<file path="src/rtl/lsrx_pkg.sv">
package lsrx_pkg;

    localparam int BYTE_W = 8;

    typedef enum logic [1:0] {
        LN_SE0 = 2'b00,
        LN_J   = 2'b01,
        LN_K   = 2'b10,
        LN_SE1 = 2'b11
    } line_e;

    typedef enum logic [1:0] {
        ST_HUNT = 2'd0,
        ST_DATA = 2'd1,
        ST_DROP = 2'd2
    } fsm_e;

    // one classified sample of the line
    typedef struct packed {
        logic valid;
        logic se0;
        logic se1;
        logic bitv;
    } bit_evt_t;

    localparam logic [BYTE_W-1:0] CTL_SYNC  = 8'h01;
    localparam logic [BYTE_W-1:0] CTL_EOP   = 8'h02;
    localparam logic [BYTE_W-1:0] SYNC_BITS = 8'h80;

    localparam logic [4:0]  POLY5   = 5'h14;
    localparam logic [15:0] POLY16  = 16'hA001;
    localparam logic [4:0]  SEED5   = 5'h1F;
    localparam logic [15:0] SEED16  = 16'hFFFF;
    localparam logic [4:0]  RESID5  = 5'h06;
    localparam logic [15:0] RESID16 = 16'hB001;

    function automatic logic [15:0] crc_step(input logic [15:0] c,
                                             input logic b,
                                             input logic w16);
        logic fb;
        logic [4:0] c5;
        fb = b ^ c[0];
        if (w16) begin
            crc_step = (c >> 1) ^ (fb ? POLY16 : 16'h0000);
        end else begin
            c5 = (c[4:0] >> 1) ^ (fb ? POLY5 : 5'h00);
            crc_step = {11'b0, c5};
        end
    endfunction

    function automatic logic crc_match(input logic [15:0] c, input logic w16);
        crc_match = w16 ? (c == RESID16) : (c[4:0] == RESID5);
    endfunction

endpackage

</file>
<file path="src/rtl/lsrx_nco.sv">
module lsrx_nco #(
    parameter int PERIOD = 64
) (
    input  logic       clk,
    input  logic       rst,
    input  logic [1:0] line_in,
    output logic       sample,
    output logic [1:0] line_smp
);
    localparam int CW   = $clog2(PERIOD);
    localparam int HALF = PERIOD / 2;
    localparam logic [CW-1:0] HALF_LD = CW'(HALF - 1);
    localparam logic [CW-1:0] FULL_LD = CW'(PERIOD - 1);

    logic [1:0]    ln_q, ln_qq;
    logic [CW-1:0] cnt;
    logic          edge_w;

    assign edge_w   = (ln_q != ln_qq);
    assign sample   = (cnt == '0) && !edge_w;
    assign line_smp = ln_q;

    always_ff @(posedge clk) begin
        if (rst) begin
            ln_q  <= 2'b01;
            ln_qq <= 2'b01;
            cnt   <= HALF_LD;
        end else begin
            ln_q  <= line_in;
            ln_qq <= ln_q;
            if (edge_w)
                cnt <= HALF_LD;
            else if (cnt == '0)
                cnt <= FULL_LD;
            else
                cnt <= cnt - 1'b1;
        end
    end
endmodule

</file>
<file path="src/rtl/lsrx_nrzi.sv">
module lsrx_nrzi
    import lsrx_pkg::*;
(
    input  logic       clk,
    input  logic       rst,
    input  logic       sample,
    input  logic [1:0] line_smp,
    output bit_evt_t   evt
);
    line_e prev_jk;
    line_e cur;

    assign cur = line_e'(line_smp);

    always_comb begin
        evt.valid = sample;
        evt.se0   = (cur == LN_SE0);
        evt.se1   = (cur == LN_SE1);
        evt.bitv  = (cur == prev_jk);
    end

    always_ff @(posedge clk) begin
        if (rst) begin
            prev_jk <= LN_J;
        end else if (sample) begin
            if (cur == LN_SE0)
                prev_jk <= LN_J;
            else if (cur != LN_SE1)
                prev_jk <= cur;
        end
    end
endmodule

</file>
<file path="src/rtl/lsrx_framer.sv">
module lsrx_framer
    import lsrx_pkg::*;
(
    input  logic              clk,
    input  logic              rst,
    input  bit_evt_t          evt,
    input  logic              crc16_sel,
    output logic [BYTE_W-1:0] rx_byte,
    output logic              rx_valid,
    output logic              rx_ctrl,
    output logic              rx_eop,
    output logic              rx_err,
    output logic              rx_crc_ok
);
    localparam int BCW = $clog2(BYTE_W);

    fsm_e              state;
    logic [BYTE_W-1:0] hunt_sr;
    logic [BYTE_W-1:0] nxt_hunt;
    logic [BYTE_W-1:0] shreg;
    logic [BYTE_W-1:0] nxt_shreg;
    logic [2:0]        ones;
    logic [BCW-1:0]    bitcnt;
    logic [15:0]       crc;
    logic              sel_q;

    assign nxt_hunt  = {evt.bitv, hunt_sr[BYTE_W-1:1]};
    assign nxt_shreg = {evt.bitv, shreg[BYTE_W-1:1]};

    always_ff @(posedge clk) begin
        if (rst) begin
            state     <= ST_HUNT;
            hunt_sr   <= '1;
            shreg     <= '0;
            ones      <= '0;
            bitcnt    <= '0;
            crc       <= '0;
            sel_q     <= 1'b0;
            rx_byte   <= '0;
            rx_valid  <= 1'b0;
            rx_ctrl   <= 1'b0;
            rx_eop    <= 1'b0;
            rx_err    <= 1'b0;
            rx_crc_ok <= 1'b0;
        end else begin
            rx_valid <= 1'b0;
            rx_eop   <= 1'b0;
            rx_err   <= 1'b0;
            if (evt.valid) begin
                if (evt.se1) begin
                    rx_err <= 1'b1;
                    state  <= ST_DROP;
                end else begin
                    unique case (state)
                        ST_HUNT: begin
                            if (evt.se0) begin
                                hunt_sr <= '1;
                            end else begin
                                hunt_sr <= nxt_hunt;
                                if (nxt_hunt == SYNC_BITS) begin
                                    state     <= ST_DATA;
                                    ones      <= '0;
                                    bitcnt    <= '0;
                                    sel_q     <= crc16_sel;
                                    crc       <= crc16_sel ? SEED16 : {11'b0, SEED5};
                                    rx_crc_ok <= 1'b0;
                                    rx_valid  <= 1'b1;
                                    rx_ctrl   <= 1'b1;
                                    rx_byte   <= CTL_SYNC;
                                end
                            end
                        end
                        ST_DATA: begin
                            if (evt.se0) begin
                                state     <= ST_HUNT;
                                hunt_sr   <= '1;
                                rx_valid  <= 1'b1;
                                rx_ctrl   <= 1'b1;
                                rx_byte   <= CTL_EOP;
                                rx_eop    <= 1'b1;
                                rx_crc_ok <= crc_match(crc, sel_q);
                            end else if (ones == 3'd6) begin
                                if (evt.bitv) begin
                                    rx_err <= 1'b1;
                                    state  <= ST_DROP;
                                end else begin
                                    ones <= '0;
                                end
                            end else begin
                                ones   <= evt.bitv ? ones + 1'b1 : 3'd0;
                                shreg  <= nxt_shreg;
                                crc    <= crc_step(crc, evt.bitv, sel_q);
                                bitcnt <= bitcnt + 1'b1;
                                if (bitcnt == BCW'(BYTE_W - 1)) begin
                                    rx_valid <= 1'b1;
                                    rx_ctrl  <= 1'b0;
                                    rx_byte  <= nxt_shreg;
                                end
                            end
                        end
                        ST_DROP: begin
                            if (evt.se0) begin
                                state   <= ST_HUNT;
                                hunt_sr <= '1;
                            end
                        end
                        default: state <= ST_HUNT;
                    endcase
                end
            end
        end
    end
endmodule

</file>
<file path="src/rtl/lsrx_core.sv">
module lsrx_core
    import lsrx_pkg::*;
#(
    parameter int PERIOD = 64
) (
    input  logic       clk,
    input  logic       rst,
    input  logic       dp_in,
    input  logic       dm_in,
    input  logic       crc16_sel,
    output logic [7:0] rx_byte,
    output logic       rx_valid,
    output logic       rx_ctrl,
    output logic       rx_eop,
    output logic       rx_err,
    output logic       rx_crc_ok
);
    logic       sample;
    logic [1:0] line_smp;
    bit_evt_t   evt;

    lsrx_nco #(.PERIOD(PERIOD)) u_nco (
        .clk      (clk),
        .rst      (rst),
        .line_in  ({dp_in, dm_in}),
        .sample   (sample),
        .line_smp (line_smp)
    );

    lsrx_nrzi u_nrzi (
        .clk      (clk),
        .rst      (rst),
        .sample   (sample),
        .line_smp (line_smp),
        .evt      (evt)
    );

    lsrx_framer u_framer (
        .clk       (clk),
        .rst       (rst),
        .evt       (evt),
        .crc16_sel (crc16_sel),
        .rx_byte   (rx_byte),
        .rx_valid  (rx_valid),
        .rx_ctrl   (rx_ctrl),
        .rx_eop    (rx_eop),
        .rx_err    (rx_err),
        .rx_crc_ok (rx_crc_ok)
    );
endmodule

</file>
<file path="config.mk">
export PLATFORM = sky130hd
export DESIGN_NAME = lsrx_core
export DESIGN_NICKNAME = d
export VERILOG_FILES = /design/src/rtl/lsrx_pkg.sv /design/src/rtl/lsrx_nco.sv /design/src/rtl/lsrx_nrzi.sv /design/src/rtl/lsrx_framer.sv /design/src/rtl/lsrx_core.sv
export SDC_FILE = /design/constraint.sdc
export NUM_CORES = 1
export LEC_CHECK = 0
export CAP_MARGIN = 25
export CORE_MARGIN = 4
export CORE_UTILIZATION = 30
export DETAILED_ROUTE_END_ITERATION = 7
export PLACE_DENSITY = 0.53
export SKIP_LAST_GASP = 1
export SLEW_MARGIN = 20
export SYNTH_ARGS = -nofsm -noshare
export SYNTH_HDL_FRONTEND = slang
export SYNTH_HIERARCHICAL = 1
export SYNTH_SLANG_ARGS = --single-unit
export TNS_END_PERCENT = 10
</file>
<file path="constraint.sdc">
create_clock -name clk -period 2.9 [get_ports clk]
set_input_delay 0.29 -clock clk [delete_from_list [all_inputs] [get_ports clk]]
set_output_delay 0.29 -clock clk [all_outputs]
set_load 0.01 [all_outputs]
</file>
# == After elaboration in Yosys (flattened, before gate mapping) ==
# Index checks and enable logic that the tools add are counted.
# Widths: inputs -> output; s select.
# op_classes
n_addsub,3
eq_ne,25
muxes,62
bitwise,8
reduce_logical,23
# op_table
cell,count
$mux 16,7
$mux 8,7
$pmux 16 s2,1
$pmux 8 s2,2
$mux 3,8
$reduce_and 7->1,3
$mux 1,20
$mux 2,9
$eq 16x16->1 const B,1
$xor 15x16->16,1
$ne 3x3->1 const B,4
$pmux 3 s2,2
$reduce_and 6->1,2
$ne 2x2->1 const B,5
$reduce_and 5->1,2
$eq 8x8->1 const B,1
$ne 4x3->1 const B,2
$add 3x1->3 const B,2
$eq 3x3->1 const B,2
$logic_not 6->1,1
$mux 6,1
$ne 3x2->1 const B,2
$pmux 1 s2,3
$pmux 2 s3,1
20 further kinds,32
# word_totals
regBits,66
output_inout_bits,13

# == Depth between registers and ports, before layout ==
# logic_depth
depth_word,8
mapped_depth,11

# == Hierarchy ==
# Netlist, hierarchy kept.
# by_module_without_submodules
mod,n_inst,cells_each,area_per_inst_um2,seq_area_each_um2
lsrx_framer,1,298,2623.8,1041.0
lsrx_nco,1,37,399.1,200.2
lsrx_nrzi,1,13,120.1,40.0

# == Worst setup path after synthesis ==
# OpenSTA, ideal clock, no wires.
# synth_timing
path_kind,register to register
start,register u_nco.cnt[2]
end,register u_framer.ones[2]
setup_ps,70
arrival_ps,2346
required_ps,2830
path_slack_ps,484
stages_incl_launch_ff,9
path_buffers,1
synth_period_minus_slack_ps,2416
path_cell_list,dfxtp_1 > nor3_2 > nand3b_2 > nor3_2 > buf_4 > nor3b_2 > o221ai_2 > or4_1 > a21oi_1
# synth_via
elab_chain_len,3
# synth_lines
item,line_no,source
"start, declared",lsrx_nco.sv:16,logic [CW-1:0] cnt;
"start signal, assigned",lsrx_nco.sv:36,cnt <= cnt - 1'b1;
$logic_not 6->1,lsrx_nco.sv:20,assign sample = (cnt == '0) && !edge_w;
$logic_and 1x1->1,lsrx_nco.sv:20,
named net sample,lsrx_core.sv:18,logic sample;
$reduce_and 7->1 (no source line),-,
"end signal, assigned",lsrx_framer.sv:90,ones <= evt.bitv ? ones + 1'b1 : 3'd0;
"end, declared",lsrx_framer.sv:22,logic [2:0] ones;
# The timed path passes the listed nets, and every way through them passes these cells.
# A chain may end at the register's enable or synchronous reset.

# == Worst setup path after layout ==
# layout_timing
start,register u_nco.cnt[2]
end,register u_framer.crc[5]
# layout_via
elab_chain_len,3
# layout_lines
item,line_no,source
$logic_not 6->1,lsrx_nco.sv:20,
$logic_and 1x1->1,lsrx_nco.sv:20,
named net sample,lsrx_core.sv:18,
$reduce_and 7->1 (no source line),-,
"end signal, assigned",lsrx_framer.sv:65,"crc <= crc16_sel ? SEED16 : {11'b0, SEED5};"
"end signal, assigned",lsrx_framer.sv:92,"crc <= crc_step(crc, evt.bitv, sel_q);"
"end, declared",lsrx_framer.sv:24,logic [15:0] crc;
# The timed path passes the listed nets, and every way through them passes these cells.

==> reports/results.env <==
DETAIL_ROUTE.WL_PER_CELL_UM=13.9
SLOWEST_STAGE='sky130_fd_sc_hd__o211a_1'
CRITICAL_PATH.REG2REG.STARTPOINT='u_nco/cnt[2]$_SDFF_PP1_'
SETUP_REPAIR_AFTER_GLOBAL_ROUTING_MISSED_ITS_MARGIN='false'
IR_WORST_VDD_uV=232
CRITICAL_PATH_PEAK_FANOUT=16
CLOCK_TREE_FROM_TRITONCTS='yes'
ROWS=37
FINAL_MIN_PERIOD_OVER_CLOCK_PERIOD=0.866
TIMING.RR.END='u_framer/crc[5]$_SDFFE_PP0P_'
PATH_CLK_SLEW_PS=70
POSTCTSRESIZEDCELLS=0
FIRST_PASS_GRT_WIRE_LENGTH_MM=12.2
FIRST_GLOBAL_VIAS=2535
GRT_REMAINING_OVERFLOW=0
NUMBER_OF_INSERTED_DIODES=0
PERIOD_NEEDED_PS=2510
CRITPATHKIND='flop to flop'
GROUTE.USAGE.OVERALL=0.128
MAX_SLEW_MARGIN=0.491
STARTING_DENSITY_OF_THE_CORE=0.306
ROUTE.DETAILED.VIAS_PER_INST=5.06
MAX_FREQ_MHz=398
IO_BUFFERS=17
CORE_AREA_UM2=10300
CLK_PATH_BUF_DEPTH=2
SYNTH-MAIN-FF-CELL='sky130_fd_sc_hd__dfxtp_1'
CRIT_PATH_MAX_INCR_DELAY_PS=480
POSTSYNTH.ASYNCRESETSHARE=0
CTS_MADE_BUFFERS=9
SYNTH_CELL_TYPES=64
P_PER_AREA_nW_PER_UM2=493
FLOORPLAN.IO_PINS=18
GLOBALPLACE.CONGESTION=0.728
WIDTH_OF_THE_CHIP_UM=110
NETLIST_AREA_UM2=3140
WL_MM=7.03
SETUP_TNS_PS=0
TIMING.REG2REG.WORST_PATH_DEPTH=8
WORST_SETUP_PATH_ENDPOINT='u_framer/crc[5]$_SDFFE_PP0P_'
HPWL_MM=4.84
FF2FF_SETUP_SLACK_PS=390
STATUS='complete, no violations'
CLK_LATENCY_PS=330
CRITPATHARRIVALTIME_PS=2760
TIMING.HOLD.WORST.CLASS='flop to flop'
TOTALPOWERFINAL_mW=1.81
CAP_VIOL_MAX_COUNT=0
INITIAL_ANTENNA_VIOLATION_COUNT=0
POSTSYNTHAREAPERCELL_UM2=9.03
MOSTFREQUENTLAYOUTCELL='sky130_fd_sc_hd__dfxtp_1'
PLACEDCELLCOUNT=490
DESIGN_AREA_UM2=3680
SYNTHCELLS=348
LAYOUT-DRIVE-GT1-SHARE=0.141
CRIT_PATH_START='u_nco/cnt[2]$_SDFF_PP1_'
AREA_GROWTH_PCT=17.2
POST_CTS_BUFFERS=0
CTS_HOLD_REPAIR.BUFFERS=0
SETUP.WORST_PATH.END_CLASS='flop'
POWER.STATIC_LEAKAGE_nW=1.21
CLOCK_TREE.ROOT_CELL='sky130_fd_sc_hd__clkbuf_8'
DRC_ERRORS=0
REPORT.FINAL.HOLD_VIOL_COUNT=0
PLACEMENT.CELL_AREA_UM2=3460
SKEW_PS=4.69
NUM_VIAS=2558
DRT_PASS_1_ITERS=4
TIMING.CRITICAL_PATH.MODE_CELL='sky130_fd_sc_hd__nor3_2'
CLOCK_SINKS=64
PLACE_WS_PS=415
SEQUENCE_OF_CELLS_ON_THE_CRITICAL_PATH='nor3_2, nand3b_2, nor3_2, nor3b_2, buf_4, o211a_1, a21oi_1, a211oi_1'
SEQ_AREA_FRAC_SYNTH=0.408
DRT_FIRST_ITER_VIOLATIONS=161
SYNTH.FF_LATCH_COUNT=64
DIE_AREA_UM2=12200
WORST_PIN_SLEW_PS=762
SETUP_VIOLATIONS=0
FLOORPLAN.DIE.HEIGHT_UM=110
SLEW_VIOL_FINAL=0
YS.WARNINGS.COUNT=6
NUMBER_OF_ENABLE_FLIP_FLOP_CELLS_AFTER_SYNTHESIS=0
FINAL_CRITICAL_PATH_SETUP_SLACK_PS=388
MOST-COMMON-LAYOUT-CELLS='sky130_fd_sc_hd__dfxtp_1, sky130_fd_sc_hd__a21oi_1, sky130_fd_sc_hd__nand2_1'
CP_DATA_REQUIRED_TIME_PS=3150
SYN-NUM-NETS=362
FINISH.NET_COUNT=379
ANTENNA_VIOLATING_NETS_POST_ROUTE=0
LAYOUTNONFILLERINSTCOUNT=506
GRT_START_MAX_NET_PINS=34
WORST_SETUP_SP_TYPE='flop'
HTREE_LEVELS=3
-- Yosys cell counts, types with 3 or more instances --
library cell               number  share of area
sky130_fd_sc_hd__nand3_1        7          0.011
sky130_fd_sc_hd__o21ai_0       13          0.021
sky130_fd_sc_hd__a21oi_1       55          0.088
sky130_fd_sc_hd__xnor2_1        3         0.0084
sky130_fd_sc_hd__nor2_1        10          0.012
sky130_fd_sc_hd__a211oi_2       6          0.024
sky130_fd_sc_hd__nand2b_1      12          0.024
sky130_fd_sc_hd__ha_1           9          0.036
sky130_fd_sc_hd__clkbuf_1      13          0.016
sky130_fd_sc_hd__nand4_1        3         0.0060
sky130_fd_sc_hd__nor2b_1        5          0.010
sky130_fd_sc_hd__nor3_1        13          0.021
sky130_fd_sc_hd__and2_1         3         0.0060
sky130_fd_sc_hd__buf_2          5         0.0080
sky130_fd_sc_hd__xor2_1         8          0.022
sky130_fd_sc_hd__or4_1          9          0.021
sky130_fd_sc_hd__nor3_2         3         0.0096
sky130_fd_sc_hd__o22ai_1        7          0.014
sky130_fd_sc_hd__inv_1         17          0.020
sky130_fd_sc_hd__a211oi_1       9          0.021
sky130_fd_sc_hd__nor3b_1        3         0.0072
sky130_fd_sc_hd__dfxtp_1       64           0.41
sky130_fd_sc_hd__nand2_1       21          0.025
-- layer usage --
layer	share of wire	vias up	GRT usage
met4	0.010	0	0.0457
met1	0.49	1202	0.166
li1	-	1309	-
met5	0	-	0
met3	0.037	7	0.0361
met2	0.47	40	0.202
-- flip-flops by register name, indices dropped and copies added, names as in the netlist --
register	cells
u_framer/state	2
u_framer/bitcnt	3
u_framer/rx_err	1
u_framer/shreg	7
u_framer/rx_valid	1
u_nrzi/prev_jk	2
u_framer/hunt_sr	7
u_framer/rx_ctrl	1
u_framer/rx_eop	1
u_nco/line_smp	2
u_framer/sel_q	1
u_nco/cnt	6
u_framer/crc	16
u_framer/rx_byte	8
u_nco/ln_qq	2
u_framer/rx_crc_ok	1
u_framer/ones	3
-- worst max-delay path, delay by kind of cell, from the launching register on --
kind	cells	cell delay [ps]
AND/OR/NAND/NOR	4	1060
AO/OA/AOI/OAI	3	850
flip-flops	1	350
buffers and inverters	1	170
-- logic make-up after synthesis --
kind of cell               Yosys count  synth area share
AOI/OAI and AO/OA                  114             0.241
buffers and inverters               39            0.0557
adders and majority gates            9            0.0358
DFF                                 64             0.408
and+or+nand+nor                    109             0.223
xor gates and xnor gates            11            0.0307
muxes                                2           0.00637
-- area by class of cell --
type	count	area, µm²
multi-input combinational	245	1690
timing repair buffer	28	260
inverter	17	63.8
fill	1083	6600
clock buffer	11	141
clock inverter	5	78.8
sequential	64	1280
tap	136	170
-- metrics by stage --
stage	hold WS, ps	util
5_1_grt	439	0.358
4_1_cts	430	0.358
3_5_place_dp	412	0.337
2_1_floorplan	362	-
3_3_place_gp	409	0.335
6_report	427	0.358
-- power breakdown --
part	switching, mW	internal, mW
Clock	0.350	0.508
Sequential	0.00514	0.883
Combinational	0.0425	0.0252
-- worst min path at each step --
stage / to / slack, ps / from / depth (start not counted)
after global routing: u_nco/cnt[0]$_SDFF_PP1_ / 440 / u_nco/cnt[0]$_SDFF_PP1_ / 1
after CTS: u_nco/cnt[0]$_SDFF_PP1_ / 430 / u_nco/cnt[0]$_SDFF_PP1_ / 1
after floorplan: u_nco/line_smp[1]$_SDFF_PP0_ / 360 / rst / 1
after detailed placement: u_nco/cnt[0]$_SDFF_PP1_ / 410 / u_nco/cnt[0]$_SDFF_PP1_ / 1
final: u_nco/cnt[0]$_SDFF_PP1_ / 430 / u_nco/cnt[0]$_SDFF_PP1_ / 1
after global placement: u_nco/cnt[0]$_SDFF_PP1_ / 410 / u_nco/cnt[0]$_SDFF_PP1_ / 1
No activity file was read; power rests on OpenSTA's default activity.
